**src/rtl/smrx_pkg.sv**
```systemverilog
package smrx_pkg;
  localparam int unsigned BYTE_W = 8;
  localparam int unsigned SHIFT_W = BYTE_W + 1;

  typedef struct packed {
    logic              bit9;
    logic [BYTE_W-1:0] data;
  } rx_word_t;
endpackage

```
**src/rtl/smrx_baud.sv**
```systemverilog
module smrx_baud #(
  parameter int unsigned DIV_W = 8
) (
  input  logic             clk,
  input  logic             rst_n,
  input  logic             run_i,
  input  logic [DIV_W-1:0] div_i,
  output logic             sclk_o,
  output logic             fall_o
);
  logic [DIV_W-1:0] cnt_q;
  logic             sclk_q;
  logic             tick;

  assign tick   = (cnt_q == div_i);
  assign fall_o = run_i && tick && sclk_q;
  assign sclk_o = sclk_q;

  always_ff @(posedge clk or negedge rst_n) begin
    if (!rst_n) begin
      cnt_q  <= '0;
      sclk_q <= 1'b0;
    end else if (!run_i) begin
      cnt_q  <= '0;
      sclk_q <= 1'b0;
    end else if (tick) begin
      cnt_q  <= '0;
      sclk_q <= ~sclk_q;
    end else begin
      cnt_q  <= cnt_q + 1'b1;
    end
  end
endmodule

```
**src/rtl/smrx_shifter.sv**
```systemverilog
module smrx_shifter
  import smrx_pkg::*;
(
  input  logic     clk,
  input  logic     rst_n,
  input  logic     run_i,
  input  logic     fall_i,
  input  logic     nine_i,
  input  logic     sdata_i,
  output logic     done_o,
  output rx_word_t word_o
);
  localparam int unsigned CNT_W = $clog2(SHIFT_W + 1);

  logic [SHIFT_W-1:0] sr_q;
  logic [SHIFT_W-1:0] sr_nxt;
  logic [CNT_W-1:0]   bits_q;
  logic [CNT_W-1:0]   last_idx;
  logic               last;

  assign sr_nxt   = {sdata_i, sr_q[SHIFT_W-1:1]};
  assign last_idx = nine_i ? CNT_W'(SHIFT_W - 1) : CNT_W'(BYTE_W - 1);
  assign last     = (bits_q == last_idx);
  assign done_o   = fall_i && last;

  always_comb begin
    if (nine_i) begin
      word_o.data = sr_nxt[BYTE_W-1:0];
      word_o.bit9 = sr_nxt[SHIFT_W-1];
    end else begin
      word_o.data = sr_nxt[SHIFT_W-1:1];
      word_o.bit9 = 1'b0;
    end
  end

  always_ff @(posedge clk or negedge rst_n) begin
    if (!rst_n) begin
      sr_q   <= '0;
      bits_q <= '0;
    end else if (!run_i) begin
      bits_q <= '0;
    end else if (fall_i) begin
      sr_q   <= sr_nxt;
      bits_q <= last ? '0 : bits_q + 1'b1;
    end
  end
endmodule

```
**src/rtl/smrx_fifo.sv**
```systemverilog
module smrx_fifo
  import smrx_pkg::*;
#(
  parameter int unsigned DEPTH = 2
) (
  input  logic     clk,
  input  logic     rst_n,
  input  logic     push_i,
  input  rx_word_t word_i,
  input  logic     pop_i,
  output logic     full_o,
  output logic     empty_o,
  output rx_word_t head_o
);
  localparam int unsigned PTR_W = (DEPTH > 1) ? $clog2(DEPTH) : 1;
  localparam int unsigned CNT_W = $clog2(DEPTH + 1);

  rx_word_t         mem_q [DEPTH];
  logic [PTR_W-1:0] wptr_q;
  logic [PTR_W-1:0] rptr_q;
  logic [CNT_W-1:0] cnt_q;

  function automatic logic [PTR_W-1:0] bump(input logic [PTR_W-1:0] p);
    return (p == PTR_W'(DEPTH - 1)) ? '0 : p + 1'b1;
  endfunction

  assign full_o  = (cnt_q == CNT_W'(DEPTH));
  assign empty_o = (cnt_q == '0);
  assign head_o  = mem_q[rptr_q];

  always_ff @(posedge clk or negedge rst_n) begin
    if (!rst_n) begin
      for (int i = 0; i < DEPTH; i++) mem_q[i] <= '0;
      wptr_q <= '0;
      rptr_q <= '0;
      cnt_q  <= '0;
    end else begin
      if (push_i) begin
        mem_q[wptr_q] <= word_i;
        wptr_q        <= bump(wptr_q);
      end
      if (pop_i) rptr_q <= bump(rptr_q);
      case ({push_i, pop_i})
        2'b10:   cnt_q <= cnt_q + 1'b1;
        2'b01:   cnt_q <= cnt_q - 1'b1;
        default: cnt_q <= cnt_q;
      endcase
    end
  end
endmodule

```
**src/rtl/sync_master_rx.sv**
```systemverilog
module sync_master_rx
  import smrx_pkg::*;
#(
  parameter int unsigned DIV_W      = 8,
  parameter int unsigned FIFO_DEPTH = 2
) (
  input  logic              clk,
  input  logic              rst_n,
  input  logic              port_en_i,
  input  logic              cont_en_i,
  input  logic              single_set_i,
  input  logic              nine_bit_i,
  input  logic [DIV_W-1:0]  div_i,
  input  logic              irq_en_i,
  output logic              sclk_o,
  input  logic              sdata_i,
  output logic              rd_valid_o,
  input  logic              rd_ready_i,
  output logic [BYTE_W-1:0] rd_data_o,
  output logic              rd_bit9_o,
  output logic              rx_ready_o,
  output logic              irq_o,
  output logic              overrun_o,
  output logic              single_en_o
);
  logic     single_q;
  logic     cont_q;
  logic     ovr_q;
  logic     run_w;
  logic     fall_w;
  logic     done_w;
  logic     push_w;
  logic     pop_w;
  logic     full_w;
  logic     empty_w;
  rx_word_t word_w;
  rx_word_t head_w;

  assign run_w = port_en_i && (cont_en_i || single_q);

  smrx_baud #(.DIV_W(DIV_W)) u_baud (
    .clk    (clk),
    .rst_n  (rst_n),
    .run_i  (run_w),
    .div_i  (div_i),
    .sclk_o (sclk_o),
    .fall_o (fall_w)
  );

  smrx_shifter u_shift (
    .clk     (clk),
    .rst_n   (rst_n),
    .run_i   (run_w),
    .fall_i  (fall_w),
    .nine_i  (nine_bit_i),
    .sdata_i (sdata_i),
    .done_o  (done_w),
    .word_o  (word_w)
  );

  assign push_w = done_w && !ovr_q && !full_w;
  assign pop_w  = rd_valid_o && rd_ready_i;

  smrx_fifo #(.DEPTH(FIFO_DEPTH)) u_fifo (
    .clk     (clk),
    .rst_n   (rst_n),
    .push_i  (push_w),
    .word_i  (word_w),
    .pop_i   (pop_w),
    .full_o  (full_w),
    .empty_o (empty_w),
    .head_o  (head_w)
  );

  always_ff @(posedge clk or negedge rst_n) begin
    if (!rst_n) begin
      single_q <= 1'b0;
      cont_q   <= 1'b0;
      ovr_q    <= 1'b0;
    end else begin
      cont_q <= cont_en_i;
      if (single_set_i)  single_q <= 1'b1;
      else if (done_w)   single_q <= 1'b0;
      if (done_w && full_w)            ovr_q <= 1'b1;
      else if (cont_q && !cont_en_i)   ovr_q <= 1'b0;
    end
  end

  assign rd_valid_o  = !empty_w;
  assign rd_data_o   = head_w.data;
  assign rd_bit9_o   = head_w.bit9;
  assign rx_ready_o  = !empty_w;
  assign irq_o       = rx_ready_o && irq_en_i;
  assign overrun_o   = ovr_q;
  assign single_en_o = single_q;
endmodule

```
**config.mk**
```make
export PLATFORM = sky130hd
export DESIGN_NAME = sync_master_rx
export DESIGN_NICKNAME = d
export VERILOG_FILES = /design/src/rtl/smrx_pkg.sv /design/src/rtl/smrx_baud.sv /design/src/rtl/smrx_shifter.sv /design/src/rtl/smrx_fifo.sv /design/src/rtl/sync_master_rx.sv
export SDC_FILE = /design/constraint.sdc
export NUM_CORES = 1
export LEC_CHECK = 0
export BUFFER_PORTS_ARGS = -buffer_cell sky130_fd_sc_hd__buf_2
export CAP_MARGIN = 20
export CORE_MARGIN = 2
export CORE_UTILIZATION = 40
export DETAILED_ROUTE_END_ITERATION = 8
export GPL_TIMING_DRIVEN = 0
export PLACE_DENSITY_LB_ADDON = 0.08
export SLEW_MARGIN = 10
export SYNTH_ARGS = -nofsm -noshare
export SYNTH_HDL_FRONTEND = slang
export SYNTH_SLANG_ARGS = --single-unit
export TNS_END_PERCENT = 100
```
**constraint.sdc**
```tcl
create_clock -name clk -period 1.9 [get_ports clk]
set_clock_uncertainty 0.05 [all_clocks]
set_input_delay 0.19 -clock clk [delete_from_list [all_inputs] [get_ports clk]]
set_output_delay 0.19 -clock clk [all_outputs]
set_load 0.005 [all_outputs]
```
==> results list <==
- CTS placed an instance of sky130_fd_sc_hd__clkbuf_8 at the clock tree root.
* Arrival time of the worst setup path: 2.20 ns
- The path with the worst hold slack has its endpoint at u_shift.sr_q[8].
- At the end of the flow, the number of nets in the layout was 273.
- Ys async rst share: between 90% and 100%
- In this run the biggest area consumer among cell types represents 48.7% of the synthesized area.
- At the later pin of the worst-skew pair, clock insertion delay measures 0.30 ns.
* Highest net fanout along the worst path: 3
* Commonest cells post-synth: sky130_fd_sc_hd__dfrtp_1 (46), sky130_fd_sc_hd__mux2_2 (42), sky130_fd_sc_hd__nor2_1 (13)
- Of the cells placed in the final design, the portion with a size suffix greater than 1 is between 50% and 60%.
* Final slew viol count: 0
* Count of synthesis-stage warnings from yosys: 0
* Total wirelength of the detailed-routed design: 5220 um
- Worst R2R Start: single_en_o
* Setup violators final: 19
* H-Tree Depth: 2
* Type of element launching the critical path: register
* Cell accounting for the most synthesized area: sky130_fd_sc_hd__dfrtp_1
- Highest clock frequency the design can meet: 484 MHz
- Number of failing hold endpoints at the final stage: 0
- Synth Flop Type: sky130_fd_sc_hd__dfrtp_1
* Post-DP HPWL: about 3300 um
* Number of design-rule violations left by the first detailed-router iteration: 61
* TritonCTS buffer count: 5
- From synthesis to final layout, the design area changed by 35.1%.
- Clock tree from TritonCTS: built
- Num ports: 32
- Slew at the pin closest to its max-slew limit: 0.556 ns
- Hold_ws: slightly above 0.1 ns
- Yosys instantiated no cell more often than sky130_fd_sc_hd__dfrtp_1.
- Post-Place Cells: 293
* Global-route wire length before repair: 8210 um
- The startpoint identified for the worst hold timing path is sdata_i.
- Average size of a mapped cell: 12.4 um2
- The finished layout holds 326 standard cells, fillers aside.
- Once the floorplan was initialized, standard cells occupied 42.1% of the core.
- After layout, the worst setup slack is -0.164 ns.
* Number of synthesized flops with an enable pin: 0
- Via density per instance: 5.25
- Counting every instance in the synthesized netlist gives 190.
- The worst-case IR drop observed on VDD is 0.443 mV.
- The routed design could run at a clock period as short as around 2.1 ns.
- In this run the tool buffered the top-level ports with 31 buffer cells.
* Netlist Area Pre-Place: 2360 um2
- Number of global-route vias before repair: roughly 1700
* Violated checks: setup timing
- DRT antenna net count: 0
- Overall power: 0.00175 W
- For this run, design rule violations remaining after detail routing come to 0.
- The repair_antennas step left the layout with diodes totalling 0.
* Clock-pin transition on the worst setup and hold timing paths: 0.09 ns
- Vias: 1713
- Dominant cells by area after synthesis: sky130_fd_sc_hd__dfrtp_1 (49%), sky130_fd_sc_hd__mux2_2 (20%), sky130_fd_sc_hd__xnor2_1 (4.4%)
- Summed over all cells, the static leakage comes to 1.54 nW.
- Vert. Die Dim: 80.9 um
- Power density of the placed cells: 547 nW/um2
- Routability-driven placement congestion ratio: 0.802
* RSZ-0062 raised after global routing: yes
* Die outline area: 6540 um2
- Slew HR: roughly 63%
- The filler cells instantiated in the layout total 485.
* Synthesized net count: 210
- Outcome: finished with violations
- The worst hold path belongs to the class in -> reg.
- The endpoint identified for the worst register-to-register timing path is u_fifo.mem_q[17].
- Type of element capturing the critical path: register
- For this run the aggregate overflow at the end of global routing stands at 0.
- Register area share after synthesis: 48.7%
* Maximum number of buffers from clock root to sink: 2
* Cell depth of the worst min-delay path: 2
* DR WL/cell: 16.0 um
- For this design, the sink count on the clock tree is 46.
* Type of the worst setup path: reg -> reg
* Overall track demand over capacity in global routing: between 10% and 20%
* Number of antenna violations at the first check in global routing: 0
* Number of cell instances on the worst register-to-register path: 5
- In this run the core area contains 27 standard-cell rows.
* Reg-to-reg slack, setup: -0.16 ns
* Pin count of the biggest net entering global routing: 47
- In this run the horizontal extent of the chip is about 80 um.
- Placeable core region: 5610 um2
- Initial DRT Pass Iterations: 4
- Distinct cell type count after synthesis: 44
- For the worst setup path, the data required time is 2.03 ns.
- Fin crit share: 109%
* Number of synthesized register bits: 46
- Total of max-cap violations: 0
==> metal layers <==
metal / share of wire (%) / vias to the layer above / global-route usage [%]
li1: - / 812 / -
met1: 44 / 852 / 21.0
met2: 51 / 39 / 27.6
met3: 3.6 / 10 / 3.67
met4: 1.7 / 0 / 5.08
met5: 0 / - / 0
==> worst max-delay path by stage <==
stage                     from                to  slack [ns]  cells after the start
2_1_floorplan  u_baud.cnt_q[0]   u_fifo.mem_q[0]       -0.16                      5
3_3_place_gp   u_baud.cnt_q[0]   u_fifo.mem_q[5]       -0.48                      5
3_5_place_dp   u_baud.cnt_q[0]   u_fifo.cnt_q[1]       -0.55                      9
4_1_cts            single_en_o  u_fifo.mem_q[17]       -0.12                      5
5_1_grt            single_en_o  u_fifo.mem_q[17]       -0.22                      5
6_report           single_en_o  u_fifo.mem_q[17]       -0.16                      5
==> power breakdown <==
group | internal [W] | total, W | switching (W)
combinational | 0.0000693 | 0.000148 | 0.0000783
clock | 0.000259 | 0.000607 | 0.000348
sequential | 0.000985 | 0.000992 | 0.00000744
==> state kept, by name, summed over array words and instances (netlist names), 2 cells and up <==
name	flops
u_baud.cnt_q	8
u_shift.bits_q	4
u_shift.sr_q	8
u_fifo.mem_q	18
u_fifo.cnt_q	2
==> critical path: stages, from the launching register on <==
cell	delay (ns)
sky130_fd_sc_hd__dfrtp_1	0.42
sky130_fd_sc_hd__o21ai_4	0.09
sky130_fd_sc_hd__or4_4	0.53
sky130_fd_sc_hd__nor4_4	0.36
sky130_fd_sc_hd__buf_4	0.20
sky130_fd_sc_hd__mux2_4	0.30
==> placed cells by master, fill, tap and decap left out, drive strengths merged, types with 3 or more instances in the layout <==
cell type and instances:
buf 57, dfrtp 46, mux2 43, nor2 13, xnor2 12, clkbuf 8, nand2 6, xor2 6
nand3 6, nor4 5, and2 4, nand4 3, and3 3, nor3 3, or4 3, ha 3
o21ai 3
==> per-stage QoR <==
step	utilization, %	area [um2]	setup WS [ns]	TNS (ns)
floorplan	-	2410	-0.159	-3.86
global placement	47.4	2660	-0.476	-12.60
detailed placement	47.4	2660	-0.552	-15.27
CTS	53.8	3020	-0.116	-2.02
global route	56.9	3190	-0.222	-4.29
finish	56.9	3190	-0.164	-2.36
==> final cells by class <==
type | instances | area, um2 | area share (%)
timing repair buffer | 57 | 430 | 13.5
inverter | 2 | 7.51 | 0.235
clock inverter | 3 | 21.3 | 0.666
clock buffer | 5 | 68.8 | 2.16
buffer | 5 | 41.3 | 1.29
tap | 72 | 90.1 | 2.82
multi-input combinational | 136 | 1380 | 43.1
sequential | 46 | 1160 | 36.2
==> cell families after synthesis <==
family,synth area share [%]
simple gates,15.7
flops,48.7
mux,21.3
xor+xnor,6.67
compound gates,4.24
buf+inv,1.80
fa+ha+maj,1.59
==> timing repair <==
item	4_1_cts	5_1_grt
resized for setup	25	18
pin swaps	15	6
hold endpoints to repair	1	20
buffers inserted	17	5
hold buffers	1	1
setup endpoints to repair	52	39
cloned	0	1
Power figures use the tool's default switching activity.
